[config.mk]
export PLATFORM = sky130hd
export DESIGN_NAME = mpit_top
export DESIGN_NICKNAME = d
export VERILOG_FILES = /design/src/rtl/mpit_pkg.sv /design/src/rtl/tmr_decode.sv /design/src/rtl/tmr_chan.sv /design/src/rtl/tmr_rdmux.sv /design/src/rtl/mpit_top.sv
export SDC_FILE = /design/constraint.sdc
export NUM_CORES = 1
export LEC_CHECK = 0
export BUFFER_PORTS_ARGS = -buffer_cell sky130_fd_sc_hd__buf_2
export CAP_MARGIN = 20
export CORE_MARGIN = 1.5
export CORE_UTILIZATION = 56
export CTS_CLUSTER_SIZE = 10
export DETAILED_ROUTE_END_ITERATION = 16
export HOLD_SLACK_MARGIN = 0.06
export PLACE_DENSITY = 0.75
export SLEW_MARGIN = 20
export SYNTH_ARGS = -nofsm -noshare
export SYNTH_HDL_FRONTEND = slang
export SYNTH_SLANG_ARGS = --single-unit
export TNS_END_PERCENT = 100
[constraint.sdc]
create_clock -name clk -period 8.95 [get_ports clk]
set_input_delay 0.4475 -clock clk [delete_from_list [all_inputs] [get_ports clk]]
set_output_delay 0.4475 -clock clk [all_outputs]
set_load 0.01 [all_outputs]
[src/rtl/mpit_pkg.sv]
package mpit_pkg;

  // Register selector inside one channel's 16-byte window (address bits 3:2)
  typedef enum logic [1:0] {
    RS_LOAD = 2'd0,
    RS_CUR  = 2'd1,
    RS_CTRL = 2'd2,
    RS_FLAG = 2'd3
  } reg_sel_e;

  // Channel control word, bit 0 = run, bit 1 = irq unmask, bit 2 = cascade
  typedef struct packed {
    logic chain;
    logic irq_en;
    logic run;
  } chan_ctl_t;

  localparam int MCR_ADDR    = 'h000;
  localparam int CH_BASE     = 'h100;
  localparam int CH_STRIDE   = 'h10;
  localparam int MCR_DIS_BIT = 1;

endpackage

[src/rtl/tmr_decode.sv]
module tmr_decode
  import mpit_pkg::*;
#(
  parameter int NCH    = 4,
  parameter int ADDR_W = 12,
  localparam int CH_IW = (NCH > 1) ? $clog2(NCH) : 1
) (
  input  logic [ADDR_W-1:0] addr,
  output logic              mcr_hit,
  output logic              ch_hit,
  output logic [CH_IW-1:0]  ch_idx,
  output reg_sel_e          rsel
);

  localparam logic [ADDR_W-1:0] MCR_A  = ADDR_W'(MCR_ADDR);
  localparam logic [ADDR_W-1:0] BASE_A = ADDR_W'(CH_BASE);
  localparam logic [ADDR_W-1:0] END_A  = ADDR_W'(CH_BASE + CH_STRIDE * NCH);

  logic [ADDR_W-1:0] off;

  always_comb begin
    off     = addr - BASE_A;
    mcr_hit = (addr == MCR_A);
    ch_hit  = (addr >= BASE_A) && (addr < END_A) && (addr[1:0] == 2'b00);
    ch_idx  = off[4 +: CH_IW];
    rsel    = reg_sel_e'(off[3:2]);
  end

endmodule

[src/rtl/tmr_chan.sv]
module tmr_chan
  import mpit_pkg::*;
#(
  parameter int CW = 32
) (
  input  logic          clk,
  input  logic          rst_n,
  input  logic          count_ok,
  input  logic          chain_tick,
  input  logic          ld_we,
  input  logic          ctl_we,
  input  logic          flg_we,
  input  logic [CW-1:0] wdata,
  output logic [CW-1:0] cur,
  output logic [CW-1:0] load,
  output chan_ctl_t     ctl,
  output logic          flag,
  output logic          expire,
  output logic          irq
);

  logic [CW-1:0] cv_q, cv_d, ld_q, ld_d;
  chan_ctl_t     ctl_q, ctl_d, wctl;
  logic          flag_q, flag_d;
  logic          start, tick, at_zero;
  logic          cv_en, ld_en, ctl_en, flag_en;

  // next-state
  always_comb begin
    wctl    = chan_ctl_t'(wdata[2:0]);
    start   = ctl_we && wctl.run && !ctl_q.run;
    tick    = ctl_q.run && count_ok && (!ctl_q.chain || chain_tick);
    at_zero = (cv_q == '0);
    expire  = tick && at_zero;

    ld_d  = wdata;
    ctl_d = wctl;

    cv_d = cv_q;
    if (start)     cv_d = ld_q;
    else if (tick) cv_d = at_zero ? ld_q : cv_q - CW'(1);

    flag_d = expire || (flag_q && !(flg_we && wdata[0]));

    cv_en   = start || tick;
    ld_en   = ld_we;
    ctl_en  = ctl_we;
    flag_en = expire || flg_we;
  end

  // registers
  always_ff @(posedge clk or negedge rst_n) begin
    if (!rst_n) begin
      cv_q   <= '0;
      ld_q   <= '0;
      ctl_q  <= '0;
      flag_q <= 1'b0;
    end else begin
      if (cv_en)   cv_q   <= cv_d;
      if (ld_en)   ld_q   <= ld_d;
      if (ctl_en)  ctl_q  <= ctl_d;
      if (flag_en) flag_q <= flag_d;
    end
  end

  always_comb begin
    cur  = cv_q;
    load = ld_q;
    ctl  = ctl_q;
    flag = flag_q;
    irq  = flag_q && ctl_q.irq_en;
  end


  flag_set_chk: assert property (@(posedge clk) disable iff (!rst_n)
    expire |=> flag_q);

  flag_sticky_chk: assert property (@(posedge clk) disable iff (!rst_n)
    (flag_q && !flg_we) |=> flag_q);

  flag_clr_chk: assert property (@(posedge clk) disable iff (!rst_n)
    (flg_we && wdata[0] && !expire) |=> !flag_q);

  reload_chk: assert property (@(posedge clk) disable iff (!rst_n)
    expire |=> (cv_q == $past(ld_q)));

  ld_nodisturb_chk: assert property (@(posedge clk) disable iff (!rst_n)
    (ld_we && tick && !at_zero) |=> (cv_q == $past(cv_q) - CW'(1)));

  stopped_hold_chk: assert property (@(posedge clk) disable iff (!rst_n)
    (!ctl_q.run && !start) |=> $stable(cv_q));

  chain_gate_chk: assert property (@(posedge clk) disable iff (!rst_n)
    (ctl_q.run && ctl_q.chain && !chain_tick) |=> $stable(cv_q));

  irq_flag_chk: assert property (@(posedge clk) disable iff (!rst_n)
    irq |-> flag_q);

endmodule

[src/rtl/tmr_rdmux.sv]
module tmr_rdmux
  import mpit_pkg::*;
#(
  parameter int NCH = 4,
  parameter int CW  = 32,
  localparam int CH_IW = (NCH > 1) ? $clog2(NCH) : 1
) (
  input  logic                    mcr_hit,
  input  logic                    ch_hit,
  input  logic [CH_IW-1:0]        ch_idx,
  input  reg_sel_e                rsel,
  input  logic                    mdis,
  input  logic [NCH-1:0][CW-1:0]  cur_all,
  input  logic [NCH-1:0][CW-1:0]  load_all,
  input  logic [NCH-1:0][2:0]     ctl_all,
  input  logic [NCH-1:0]          flag_all,
  output logic [CW-1:0]           rd_val
);

  always_comb begin
    rd_val = '0;
    if (mcr_hit) begin
      rd_val[MCR_DIS_BIT] = mdis;
    end else if (ch_hit) begin
      unique case (rsel)
        RS_LOAD: rd_val = load_all[ch_idx];
        RS_CUR:  rd_val = cur_all[ch_idx];
        RS_CTRL: rd_val = CW'(ctl_all[ch_idx]);
        RS_FLAG: rd_val = CW'(flag_all[ch_idx]);
        default: rd_val = '0;
      endcase
    end
  end

endmodule

[src/rtl/mpit_top.sv]
module mpit_top
  import mpit_pkg::*;
#(
  parameter int NCH    = 4,
  parameter int CW     = 32,
  parameter int ADDR_W = 12,
  localparam int CH_IW = (NCH > 1) ? $clog2(NCH) : 1
) (
  input  logic              clk,
  input  logic              rst_n,
  input  logic              wr_en,
  input  logic              rd_en,
  input  logic [ADDR_W-1:0] addr,
  input  logic [CW-1:0]     wdata,
  output logic [CW-1:0]     rdata,
  output logic [NCH-1:0]    irq
);

  // reset: asserted asynchronously, released on a clock edge
  logic rst_meta, rst_ns;
  always_ff @(posedge clk or negedge rst_n) begin
    if (!rst_n) begin
      rst_meta <= 1'b0;
      rst_ns   <= 1'b0;
    end else begin
      rst_meta <= 1'b1;
      rst_ns   <= rst_meta;
    end
  end

  logic             mcr_hit, ch_hit;
  logic [CH_IW-1:0] ch_idx;
  reg_sel_e         rsel;

  tmr_decode #(.NCH(NCH), .ADDR_W(ADDR_W)) u_dec (
    .addr    (addr),
    .mcr_hit (mcr_hit),
    .ch_hit  (ch_hit),
    .ch_idx  (ch_idx),
    .rsel    (rsel)
  );

  // module control word
  logic mdis_q, mdis_d, mdis_en;
  always_comb begin
    mdis_en = wr_en && mcr_hit;
    mdis_d  = wdata[MCR_DIS_BIT];
  end
  always_ff @(posedge clk or negedge rst_ns) begin
    if (!rst_ns)      mdis_q <= 1'b1;
    else if (mdis_en) mdis_q <= mdis_d;
  end

  logic [NCH-1:0][CW-1:0] cur_all, load_all;
  logic [NCH-1:0][2:0]    ctl_all;
  logic [NCH-1:0]         flag_all, exp_all;

  for (genvar i = 0; i < NCH; i++) begin : g_ch
    logic      sel, tick_in;
    chan_ctl_t ctl_s;

    assign sel = wr_en && ch_hit && (ch_idx == CH_IW'(i));

    if (i == 0) begin : g_head
      assign tick_in = 1'b1;
    end else begin : g_link
      assign tick_in = exp_all[i-1];
    end

    tmr_chan #(.CW(CW)) u_ch (
      .clk        (clk),
      .rst_n      (rst_ns),
      .count_ok   (!mdis_q),
      .chain_tick (tick_in),
      .ld_we      (sel && (rsel == RS_LOAD)),
      .ctl_we     (sel && (rsel == RS_CTRL)),
      .flg_we     (sel && (rsel == RS_FLAG)),
      .wdata      (wdata),
      .cur        (cur_all[i]),
      .load       (load_all[i]),
      .ctl        (ctl_s),
      .flag       (flag_all[i]),
      .expire     (exp_all[i]),
      .irq        (irq[i])
    );

    assign ctl_all[i] = ctl_s;
  end

  logic [CW-1:0] rd_val, rdata_q;

  tmr_rdmux #(.NCH(NCH), .CW(CW)) u_rd (
    .mcr_hit  (mcr_hit),
    .ch_hit   (ch_hit),
    .ch_idx   (ch_idx),
    .rsel     (rsel),
    .mdis     (mdis_q),
    .cur_all  (cur_all),
    .load_all (load_all),
    .ctl_all  (ctl_all),
    .flag_all (flag_all),
    .rd_val   (rd_val)
  );

  always_ff @(posedge clk or negedge rst_ns) begin
    if (!rst_ns)    rdata_q <= '0;
    else if (rd_en) rdata_q <= rd_val;
  end
  assign rdata = rdata_q;


  frozen_hold_chk: assert property (@(posedge clk) disable iff (!rst_ns)
    (mdis_q && !wr_en) |=> $stable(cur_all));

  frozen_noflag_chk: assert property (@(posedge clk) disable iff (!rst_ns)
    mdis_q |=> ((flag_all & ~$past(flag_all)) == '0));

  rdata_hold_chk: assert property (@(posedge clk) disable iff (!rst_ns)
    !rd_en |=> $stable(rdata));

endmodule

==> flow_summary.json <==
{
  "outcome": "completed",
  "cts_setup_buffers": 0,
  "hold_viol_final": 0,
  "whs_ps": 186.3,
  "globalRouteTotalUtil": 0.3496,
  "yosys_warnings": 0,
  "core_area_mm2": 0.03043,
  "synthesis.area_mm2": 0.01723,
  "r2r_cells": 9,
  "clk_latency_ps": 520,
  "yosysTopAreaCell": "dfrtp_1",
  "wl_per_cell_um": 25.08,
  "die-area_mm2": 0.03182,
  "cp_slowest_cell": "a22o_1",
  "synthCells": 1711,
  "async_reset_ff_frac": 1.000,
  "cts.clk_slew.worst_paths_ps": 60,
  "pwr-share-seq": 0.479,
  "ys_ff_latch": 307,
  "grt_pass1_wl_um": 84320,
  "post-route-util": 0.6236,
  "drtIter0Drc": 1657,
  "avgSynthCellArea_um2": 10.07,
  "power_frac_comb": 0.150,
  "worstSetupStartpoint": "g_ch[1].u_ch.cur[18]",
  "fin_skew_ps": 15.04,
  "crit_cells": 9,
  "path_cells": "or4_1 > or3_1 > nor4_2 > o21ai_1 > a21oi_2 > a22o_1 > buf_4 > o21ai_0 > o2bb2ai_1",
  "cpLargestDelayFamily": "simple AND/OR/NAND/NOR gates",
  "switchingPower_uw": 1073,
  "final_net_count": 1803,
  "yosysSeqAreaShare": 0.4460,
  "clockRootBuffer": "clkbuf_16",
  "grt_pass1_vias": 14440,
  "p_int_uw": 2523,
  "drc": 0,
  "cp.arrival_ps": 4330,
  "grt_antenna_before_repair": 0,
  "wl_um": 53990,
  "timing.rr.end": "g_ch[2].u_ch.cur[16]",
  "reg2reg_from": "g_ch[1].u_ch.cur[18]",
  "switching_share": 0.2983,
  "path_buf_inv": 1,
  "fin_tns_setup_ps": 0,
  "p_leak_uw": 0.008483,
  "vias": 14960,
  "peakVddDrop_mv": 0.1448,
  "antenna_cells": 0,
  "grt.overflow.total": 0,
  "p_per_area_mw_per_mm2": 189.5,
  "path_max_fanout": 23,
  "die_y_um": 178.4,
  "hold_class": "in2reg",
  "dr.pass1.iters": 6,
  "postLayoutSetupSlackWorst_ps": 5007,
  "rrSetupSlack_ps": 5010,
  "drive_above_1_share": 0.2282,
  "ys.flop_type": "dfrtp_1",
  "cp-end-kind": "flip-flop",
  "ant_nets": 0,
  "worstSetupPathType": "reg2reg",
  "finalCritPeriodShare": 0.4405,
  "min_period_ps": 3943,
  "clockBufferDepth": 3,
  "cts-buffers-inserted": 37,
  "gp_congestion": 0.9469,
  "slowest_delay_ps": 710,
  "numPortBuffers": 83,
  "clockPowerShare": 0.370,
  "cts-resized-gates": 0,
  "vias_per_cell": 6.947,
  "netlist.area_leader.share": 0.4445,
  "dp_slack_ps": 5077,
  "grt_max_degree": 77,
  "relSlewSlack": 0.2928,
  "htree_levels": 2,
  "clock_sinks": 307,
  "cap_violations": 0,
  "cp-start-kind": "flip-flop",
  "grt_setup_unrepaired": "no",
  "slew_viol_final": 0,
  "die_x_um": 178.4,
  "area_growth_pct": 10.15,
  "critical_path.endpoint": "g_ch[2].u_ch.cur[16]",
  "cts_tree": "yes",
  "initial_core_util": 0.5662,
  "cts_hold_buf": 1,
  "synth_area_leaders": "dfrtp_1, mux4_2, mux2_2",
  "synth_nets": 1767,
  "power_uw": 3596,
  "pin_count": 84,
  "fmax_mhz": 253.6,
  "ys_types": 65,
  "tightest_slew_ps": 1061,
  "finalSetupViolations": 0,
  "dpl.hpwl_um": 36580,
  "worstPathRequired_ps": 9340,
  "row_count": 64,
  "synth_edf_count": 0
}
[worst reg2reg max path, cell delays in order, from the launching register on]
cell and delay (ps):
dfrtp_1 450, or4_1 590, or3_1 500, nor4_2 420, o21ai_1 190, a21oi_2 250
a22o_1 710, buf_4 400, o21ai_0 150, o2bb2ai_1 150
[state kept, by name, summed over array words and instances (netlist names)]
name	cells
g_ch.u_ch.cur	128
g_ch.u_ch.load	128
rdata	32
g_ch.u_ch.ctl	12
g_ch.u_ch.flag	4
mdis_q	1
rst_meta	1
rst_ns	1
[metrics by stage]
| stage | area (um^2) | cells |
|---|---|---|
| after floorplan | 17230 | 1711 |
| after CTS | 18970 | 2153 |
| after global routing | 18980 | 2153 |
| after global placement | 17960 | 2103 |
| final | 18980 | 2153 |
| after detailed placement | 17960 | 2103 |
[cells in the final DEF (no fill, tap or decap), types with 21 or more instances in the layout]
cell and instances:
mux2_2 135, nand4_1 29, nand2_1 80, mux4_2 69
buf_2 81, mux2i_1 31, nor4_1 34, a22oi_1 21
o22ai_1 37, o21ai_0 166, buf_4 32, nor3_1 65
inv_1 58, clkbuf_16 37, nand3_1 59, nor2_1 130
a21oi_1 166, dfrtp_1 305
[metal layers]
layer | global-route usage | vias to the layer above | share of wire
li1 | - | 6471 | -
met1 | 0.4708 | 7460 | 0.39
met2 | 0.5501 | 863 | 0.47
met3 | 0.06330 | 162 | 0.095
met4 | 0.1646 | 0 | 0.050
met5 | 0 | - | 0
[cell usage after synthesis, types with 21 or more instances]
| library cell | number |
|---|---|
| nor2_1 | 137 |
| nand2_1 | 80 |
| a22oi_1 | 21 |
| o21ai_0 | 166 |
| o22ai_1 | 37 |
| nor3_1 | 66 |
| a21oi_1 | 166 |
| nand4_1 | 29 |
| mux2i_1 | 31 |
| dfrtp_1 | 306 |
| inv_1 | 58 |
| clkbuf_1 | 82 |
| mux4_2 | 69 |
| nor4_1 | 35 |
| mux2_2 | 135 |
| nand3_1 | 59 |
[logic make-up (layout without fill, tap and decap cells)]
kind of cell    count (synthesis)  after routing  share of synthesized area
compound gates                474            474                     0.1585
mux                           235            235                     0.1965
flops                         307            307                     0.4460
buf+inv                       176            222                    0.04140
fa+ha+maj                       8              8                   0.005810
other cells                     1              1                  0.0002177
simple gates                  510            510                     0.1516
[worst min path at each step]
| stage | from | to | slack [ps] | cells past startpoint |
|---|---|---|---|---|
| 2_1_floorplan | rst_n | rst_meta | 150 | 0 |
| 3_3_place_gp | rst_n | rst_meta | 230 | 1 |
| 3_5_place_dp | rst_n | rst_meta | 230 | 1 |
| 4_1_cts | wdata[25] | g_ch[3].u_ch.load[25] | 180 | 3 |
| 5_1_grt | wdata[13] | g_ch[2].u_ch.load[13] | 200 | 2 |
| 6_report | wdata[25] | g_ch[3].u_ch.load[25] | 190 | 3 |
[power by group through the flow]
stage	clock network [uW]	registers, uW	logic [uW]
finish	1330	1720	541
global route	1400	1740	596
CTS	1350	1710	537
global placement	0	1730	517
detailed placement	0	1740	533
floorplan	0	1680	397
[layout make-up]
cell class / count / area [um^2]
well taps: 396 / 495.5
inverters: 58 / 217.7
clock buffers: 48 / 997.2
clock inverters: 1 / 5.005
fillers: 2495 / 11450
repair buffers: 115 / 666.9
flip-flops and latches: 307 / 7687
multi-input cells: 1228 / 8906
Power figures use the tool's default switching activity.
